--- src/rtl/lift_pkg.sv ---
package lift_pkg;

  // Strobes from the control module to the datapath
  typedef struct packed {
    logic incFloor;   // step the floor count up
    logic decFloor;   // step the floor count down
    logic loadReq;    // capture a new request code
  } liftStrobe_t;

  // Active-high segment pattern, bit 0 = a ... bit 6 = g
  function automatic logic [6:0] segPattern(input logic [3:0] digit);
    logic [6:0] pat;
    case (digit)
      4'd0:    pat = 7'h3F;
      4'd1:    pat = 7'h06;
      4'd2:    pat = 7'h5B;
      4'd3:    pat = 7'h4F;
      4'd4:    pat = 7'h66;
      4'd5:    pat = 7'h6D;
      4'd6:    pat = 7'h7D;
      4'd7:    pat = 7'h07;
      4'd8:    pat = 7'h7F;
      4'd9:    pat = 7'h6F;
      default: pat = 7'h00;
    endcase
    return pat;
  endfunction

endpackage

--- src/rtl/lift_datapath.sv ---
module lift_datapath
  import lift_pkg::*;
#(
  parameter int FLOOR_W     = 3,
  parameter int SYNC_STAGES = 2
) (
  input  logic               clk,
  input  logic               rstN,
  input  logic               floorSensor,
  input  logic [FLOOR_W-1:0] hallCode,
  input  logic               hallStrobe,
  input  logic [FLOOR_W-1:0] panelCode,
  input  liftStrobe_t        strobe,
  output logic               sensorRise,
  output logic               reqAbove,
  output logic               reqBelow,
  output logic               reqMatch,
  output logic [FLOOR_W-1:0] floorCnt,
  output logic [FLOOR_W-1:0] reqCode,
  output logic [6:0]         segOut
);

  localparam logic [FLOOR_W-1:0] TOP_FLOOR = {FLOOR_W{1'b1}};
  localparam logic [FLOOR_W-1:0] BOT_FLOOR = '0;

  // Synchronizer chain plus one extra stage for edge detection
  logic [SYNC_STAGES:0] syncSh;

  always_ff @(posedge clk or negedge rstN) begin
    if (!rstN) syncSh <= '0;
    else       syncSh <= {syncSh[SYNC_STAGES-1:0], floorSensor};
  end

  assign sensorRise = syncSh[SYNC_STAGES-1] & ~syncSh[SYNC_STAGES];

  // Floor position counter, saturating at both ends
  always_ff @(posedge clk or negedge rstN) begin
    if (!rstN) begin
      floorCnt <= '0;
    end else if (strobe.incFloor && floorCnt != TOP_FLOOR) begin
      floorCnt <= floorCnt + 1'b1;
    end else if (strobe.decFloor && floorCnt != BOT_FLOOR) begin
      floorCnt <= floorCnt - 1'b1;
    end
  end

  // Request register, landing call has priority
  always_ff @(posedge clk or negedge rstN) begin
    if (!rstN)              reqCode <= '0;
    else if (strobe.loadReq) reqCode <= hallStrobe ? hallCode : panelCode;
  end

  // Magnitude comparator
  assign reqMatch = (reqCode == floorCnt);
  assign reqAbove = (reqCode >  floorCnt);
  assign reqBelow = (reqCode <  floorCnt);

  // Floor digit decoder
  generate
    if (FLOOR_W <= 4) begin : g_seg
      always_comb segOut = segPattern(4'(floorCnt));
    end else begin : g_segWide
      always_comb segOut = (floorCnt < 10) ? segPattern(floorCnt[3:0]) : 7'h00;
    end
  endgenerate

endmodule

--- src/rtl/lift_control.sv ---
module lift_control
  import lift_pkg::*;
#(
  parameter int DOOR_CYCLES = 16
) (
  input  logic        clk,
  input  logic        rstN,
  input  logic        sensorRise,
  input  logic        reqAbove,
  input  logic        reqBelow,
  input  logic        reqMatch,
  input  logic        hallStrobe,
  input  logic        panelStrobe,
  output liftStrobe_t strobe,
  output logic        upOut,
  output logic        downOut,
  output logic        closeOut,
  output logic        callHeld,
  output logic        doorRun
);

  localparam int TMR_W = (DOOR_CYCLES > 1) ? $clog2(DOOR_CYCLES) : 1;
  localparam logic [TMR_W-1:0] TMR_LOAD = TMR_W'(DOOR_CYCLES - 1);

  logic [TMR_W-1:0] doorCnt;
  logic             doorDone;
  logic             anyStrobe;
  logic             doorStart;

  assign anyStrobe = hallStrobe | panelStrobe;
  assign doorDone  = doorRun && (doorCnt == '0);
  assign doorStart = callHeld && reqMatch && !doorRun;

  // Call flag: set on accepted strobe, cleared when the door closes
  always_ff @(posedge clk or negedge rstN) begin
    if (!rstN)                      callHeld <= 1'b0;
    else if (doorDone)              callHeld <= 1'b0;
    else if (!callHeld && anyStrobe) callHeld <= 1'b1;
  end

  // Door down-counter
  always_ff @(posedge clk or negedge rstN) begin
    if (!rstN) begin
      doorRun <= 1'b0;
      doorCnt <= '0;
    end else if (doorStart) begin
      doorRun <= 1'b1;
      doorCnt <= TMR_LOAD;
    end else if (doorRun) begin
      if (doorDone) doorRun <= 1'b0;
      else          doorCnt <= doorCnt - 1'b1;
    end
  end

  always_ff @(posedge clk or negedge rstN) begin
    if (!rstN) closeOut <= 1'b0;
    else       closeOut <= doorDone;
  end

  // Direction outputs, blocked while the door is open
  assign upOut   = reqAbove & ~doorRun;
  assign downOut = reqBelow & ~doorRun;

  always_comb begin
    strobe          = '0;
    strobe.loadReq  = !callHeld && anyStrobe;
    strobe.incFloor = sensorRise && upOut;
    strobe.decFloor = sensorRise && downOut;
  end

endmodule

--- src/rtl/liftCtrl.sv ---
module liftCtrl
  import lift_pkg::*;
#(
  parameter int FLOOR_W     = 3,
  parameter int SYNC_STAGES = 2,
  parameter int DOOR_CYCLES = 16
) (
  input  logic               clk,
  input  logic               rstN,
  input  logic               floorSensor,
  input  logic [FLOOR_W-1:0] hallCode,
  input  logic               hallStrobe,
  input  logic [FLOOR_W-1:0] panelCode,
  input  logic               panelStrobe,
  output logic               upOut,
  output logic               downOut,
  output logic               stopOpen,
  output logic               closeOut,
  output logic [6:0]         segOut
);

  liftStrobe_t        strobe;
  logic               sensorRise;
  logic               reqAbove;
  logic               reqBelow;
  logic               reqMatch;
  logic [FLOOR_W-1:0] floorNow;
  logic [FLOOR_W-1:0] reqNow;
  logic               callHeld;
  logic               doorRun;

  lift_datapath #(
    .FLOOR_W    (FLOOR_W),
    .SYNC_STAGES(SYNC_STAGES)
  ) u_dp (
    .clk        (clk),
    .rstN       (rstN),
    .floorSensor(floorSensor),
    .hallCode   (hallCode),
    .hallStrobe (hallStrobe),
    .panelCode  (panelCode),
    .strobe     (strobe),
    .sensorRise (sensorRise),
    .reqAbove   (reqAbove),
    .reqBelow   (reqBelow),
    .reqMatch   (reqMatch),
    .floorCnt   (floorNow),
    .reqCode    (reqNow),
    .segOut     (segOut)
  );

  lift_control #(
    .DOOR_CYCLES(DOOR_CYCLES)
  ) u_ctl (
    .clk        (clk),
    .rstN       (rstN),
    .sensorRise (sensorRise),
    .reqAbove   (reqAbove),
    .reqBelow   (reqBelow),
    .reqMatch   (reqMatch),
    .hallStrobe (hallStrobe),
    .panelStrobe(panelStrobe),
    .strobe     (strobe),
    .upOut      (upOut),
    .downOut    (downOut),
    .closeOut   (closeOut),
    .callHeld   (callHeld),
    .doorRun    (doorRun)
  );

  assign stopOpen = reqMatch;

endmodule

--- config.mk ---
export PLATFORM = sky130hd
export DESIGN_NAME = liftCtrl
export DESIGN_NICKNAME = d
export VERILOG_FILES = /design/src/rtl/lift_pkg.sv /design/src/rtl/lift_datapath.sv /design/src/rtl/lift_control.sv /design/src/rtl/liftCtrl.sv
export SDC_FILE = /design/constraint.sdc
export NUM_CORES = 1
export LEC_CHECK = 0
export ABC_AREA = 1
export BUFFER_PORTS_ARGS = -buffer_cell sky130_fd_sc_hd__buf_2
export CAP_MARGIN = 25
export CORE_ASPECT_RATIO = 0.7
export CORE_MARGIN = 8
export CORE_UTILIZATION = 40
export CTS_BUF_LIST = sky130_fd_sc_hd__clkbuf_2
export DETAILED_ROUTE_END_ITERATION = 8
export GPL_ROUTABILITY_DRIVEN = 1
export GPL_TIMING_DRIVEN = 0
export PLACE_DENSITY = 0.74
export SLEW_MARGIN = 25
export SYNTH_ARGS = -nofsm -noshare
export SYNTH_HDL_FRONTEND = slang
export SYNTH_HIERARCHICAL = 1
export SYNTH_SLANG_ARGS = --single-unit
--- constraint.sdc ---
create_clock -name clk -period 2.35 [get_ports clk]
set_input_delay 0.235 -clock clk [delete_from_list [all_inputs] [get_ports clk]]
set_output_delay 0.235 -clock clk [all_outputs]
set_load 0.02 [all_outputs]
; ---- Word-level counts from Yosys, hierarchy flattened
; Memory sizes are Yosys's and may differ from the RTL's.
; Cells that the tools add are included.
[classes]
add_sub_neg = 3
n_lt_le_gt_ge = 2
n_eq_ne = 3
muxes = 11
n_bitwise = 6
reduce_logical = 16
[ops]
columns = op, n
row1 = $mux W4, 3
row2 = $mux W3, 3
row3 = $logic_and A1 B1 Y1, 8
row4 = $reduce_bool A2 Y1, 3
row5 = $mux W1, 5
row6 = $logic_not A4 Y1, 1
row7 = $sub A4 B1 Y4 const B, 1
row8 = $add A3 B1 Y3 const B, 1
row9 = $and A1 B1 Y1, 3
row10 = $eq A3 B3 Y1, 1
row11 = $gt A3 B3 Y1, 1
row12 = $lt A3 B3 Y1, 1
row13 = $ne A3 B3 Y1 const B, 1
row14 = $reduce_bool A3 Y1, 1
row15 = $sub A3 B1 Y3 const B, 1
row16 = $logic_not A1 Y1, 2
row17 = $ne A2 B2 Y1 const B, 1
row18 = $not A1 Y1, 2
row19 = $reduce_and A2 Y1, 1
row20 = $or A1 B1 Y1, 1
[word_totals]
register_bits = 16
mem_bits_ro = 56
output_inout_bits = 11
word_cells = 49
mem_count = 1
[mem_list]
columns = name, depth, word_bits, read_ports, rd_ports_with_merged_regs, write_ports, line
row1 = (no name shown), 8, 7, 1, 0, 0, lift_pkg.sv:13  ; case (digit)

; ---- Logic depth before layout (Yosys ltp)
[depth]
depth_word = 6
mapped_depth = 15
ltp_nobuf = 15

; ---- Modules after synthesis
; The synthesis kept the hierarchy.
[modules_own_cells]
columns = mod, n_inst, cells_per_inst, area_per_inst_um2, seq_area_each_um2
row1 = lift_datapath, 1, 68, 593.1, 225.2
row2 = lift_control, 1, 50, 422.9, 175.2

; ---- Worst setup path after synthesis
; Ideal clock, no wire load.
[synth_path]
path_type = reg2reg
startpoint = register u_dp.floorCnt[1]
endpoint = register u_dp.floorCnt[2]
setup_ns = 0.117
arrival_time_ns = 2.231
required_ns = 2.233
setup_slack_ns = 0.002
path_stages_with_launch = 14
period_less_slack_ns = 2.348
path_cell_list = dfrtp_1 inv_1 ha_1 nand2_1 nor2_1 nor2_1 inv_1 nor3_1 nand2_2 fa_1 inv_1 nand4_1 nand3_1 nand2_1
[synth_lines]
columns = item, line
row1 = "start, declared", lift_datapath.sv:18  ; output logic [FLOOR_W-1:0] floorCnt,
row2 = "start signal, assigned", lift_datapath.sv:41  ; floorCnt <= floorCnt + 1'b1;
row3 = "start signal, assigned", lift_datapath.sv:43  ; floorCnt <= floorCnt - 1'b1;

==> flow_summary.ini <==
[clock_network]
clock-root-buffer = clkbuf_2
cts_tree = yes
h-tree-depth = 1
clkLatencyLatePin_ps = 290
cts_buffers = 3
clk_pin_slew_ps = 150
cts_buffer_depth = 2
cts.sinks = 16

[routing]
ant_nets = 0
first_pass_iters = 4
routed_wl_mm = 2.28
drtIter0Drc = 48
wl_per_cell_um = 12.5
drt-vias-per-instance = 4.84
vias = 881
drc = 0

[flow_run]
max-cap-violations = 0

[layout]
seqCellArea_sq_um = 403
layout-drive-gt1-share_pct = 33.8
nets = 172
n_antenna_cell = 0
multi_input_area_sq_um = 553
fill_cells = 235
synthToLayoutAreaGrowth_pct = 22.8

[synthesis]
synthTopCellsByArea = dfrtp_1 (39%), ha_1 (14%), nand2_1 (6.7%)
ys_seq_elements = 16
netlist_area_sq_um = 1020
synthFlopType = dfrtp_1
synth_edf_count = 0
ys_types = 25
yosysMostFrequentCell = nand2_1
synth_nets = 141
yosys_warnings = 6
synth_top_area_share_pct = 39.4
synthCells = 118
yosysSeqAreaShare_pct = 39.4
synthArstFlopShare_pct = 100
syn_area_per_cell_sq_um = 8.61
ys_top_cells_by_count = nand2_1 (18), dfrtp_1 (16), inv_1 (16)
yosysTopAreaCell = dfrtp_1

[timing]
worst_pin_slew_ps = 365
finalCriticalPeriod_ps = 2230
setup_viol = 0
post-route-worst-setup-slack_ps = 119
fin_crit_sh_pct = 94.9
hold_viol_final = 0
skew_ps = 13.2
max_freq_ghz = 0.448
slew_violations = 0
setup_tns_ps = 0
max_slew_margin_pct = 75.7

[floorplanning]
die-area_sq_um = 4430
top_level_ports = 22
start_util_pct = 41.6
core_sq_um = 2440
die_x_um = 76.2
row_count = 15
die_y_um = 58.2

[min_path]
hold_class = input port to register
hold_start = panelCode[1]
hold_end = u_dp/reqCode[1]
hold_depth = 3

[global_routing]
grtUsageTotal_pct = 10.6
grt_pass1_wl_mm = 3.89
antenna_found_initial = 0
grt_pass1_vias = 913
overflow = 0
grt_max_degree = 17

[place]
place_ws_ps = -175
io_buffers = 21
hpwl_mm = 1.73
gp_congestion = 0.901

[power]
power_density_nw_per_um2 = 1530
ir_worst_vdd_uv = 377
leakage_uw = 0.000659

[setup_path]
crit_required_ps = 2600
critPathMaxStageDelay_ps = 450
r2r_end = u_dp/floorCnt[2]
cp_max_fo = 6
regToRegSetupSlack_ps = 120
crit_arrival_ps = 2480
path_common_cell = nand2_1
crit_chain = inv_2 -> ha_4 -> nand2_1 -> nor2_1 -> nor2_1 -> inv_1 -> nor3_2 -> nand2_2 -> fa_2 -> inv_1 -> nand2_1 -> o21ai_1 -> nand2_1 -> nand2_1
cpLargestDelayFamily = simple AND/OR/NAND/NOR gates
cp-end-kind = register
start_kind = register
r2r_cells = 14
crit_type = register to register
critPathBufInv = 3
cp_slowest_cell = dfrtp_2
r2r-start = u_dp/floorCnt[2]

[outcome]
status = complete, no violations
-- routing by layer --
metal	GRT usage [%]	part of all wire [%]	wire, um
met1	12.3	44	991
met2	17.6	48	1100
met3	3.40	6.5	149
met4	4.63	1.6	37
met5	0	0	0
-- worst max-delay path by stage --
stage | from | to | slack [ps] | cells after the start
6_report | u_dp/floorCnt[2] | u_dp/floorCnt[2] | 120 | 14
4_1_cts | u_dp/floorCnt[2] | u_dp/floorCnt[2] | 20 | 14
3_3_place_gp | u_dp/floorCnt[1] | u_dp/floorCnt[2] | -100 | 14
2_1_floorplan | u_dp/floorCnt[1] | u_dp/floorCnt[2] | 2 | 13
5_1_grt | u_dp/floorCnt[2] | u_dp/floorCnt[2] | -10 | 14
3_5_place_dp | u_dp/floorCnt[1] | u_dp/floorCnt[2] | -170 | 15
-- tightest hold or removal path, cell delays in order --
cell	delay (ps)
buf_2	100
nand2_1	50
a31oi_1	60
-- metrics by stage --
stage | hold WS [ps] | utilization, % | std cells | instance area, sq um | power, uW
2_1_floorplan | -60.6 | - | 118 | 1020 | 1370
3_3_place_gp | 165 | 47.7 | 173 | 1160 | 1630
3_5_place_dp | 171 | 47.7 | 173 | 1160 | 1710
4_1_cts | 11.1 | 49.8 | 180 | 1210 | 1870
5_1_grt | 188 | 51.1 | 182 | 1250 | 2080
6_report | 193 | 51.1 | 182 | 1250 | 1910
-- cell families after synthesis --
family | Yosys count | synth area share [%]
AND/OR/NAND/NOR | 55 | 27.6
AO/OA/AOI/OAI | 14 | 8.50
buffers and inverters | 20 | 8.13
flip-flops | 16 | 39.4
adder cells (fa/ha/maj) | 12 | 15.5
XOR/XNOR | 1 | 0.862
-- repair_timing --
item	4_1_cts	5_1_grt
setup buffers	2	1
pin swaps	0	2
endpoints found under the hold margin	16	1
hold buffers	1	1
setup endpoints to repair	2	2
gates cloned	0	0
gates resized for setup	3	3
-- power breakdown --
group | internal (uW) | leakage, uW | switching, uW
registers | 387 | 0.000189 | 89.7
logic | 487 | 0.000456 | 824
clock network | 36.9 | 0.0000140 | 83.5
total | 911 | 0.000659 | 997
-- placed cells by master (no fill, tap or decap), drive strengths merged, types with 3 or more instances in the layout --
cell	count
nand2	28
buf	25
inv	19
dfrtp	16
nor2	13
ha	11
o21ai	8
nand3	7
clkbuf	3
-- cell type report --
| type | instances | share of cell area, % |
|---|---|---|
| inverter | 19 | 5.72 |
| multi-input combinational | 82 | 44.3 |
| clock inverter | 1 | 0.301 |
| timing repair buffer | 26 | 11.8 |
| clock buffer | 3 | 1.20 |
| buffer | 1 | 0.903 |
| tap | 34 | 3.41 |
| sequential | 16 | 32.3 |
-- flip-flops by register name, summed over array words and instances (netlist names) --
name,count
u_ctl/doorCnt,4
u_ctl/doorRun,1
u_ctl/callHeld,1
u_dp/reqCode,3
u_dp/floorCnt,3
u_dp/syncSh,3
u_ctl/closeOut,1
No activity file was read; power rests on OpenSTA's default activity.
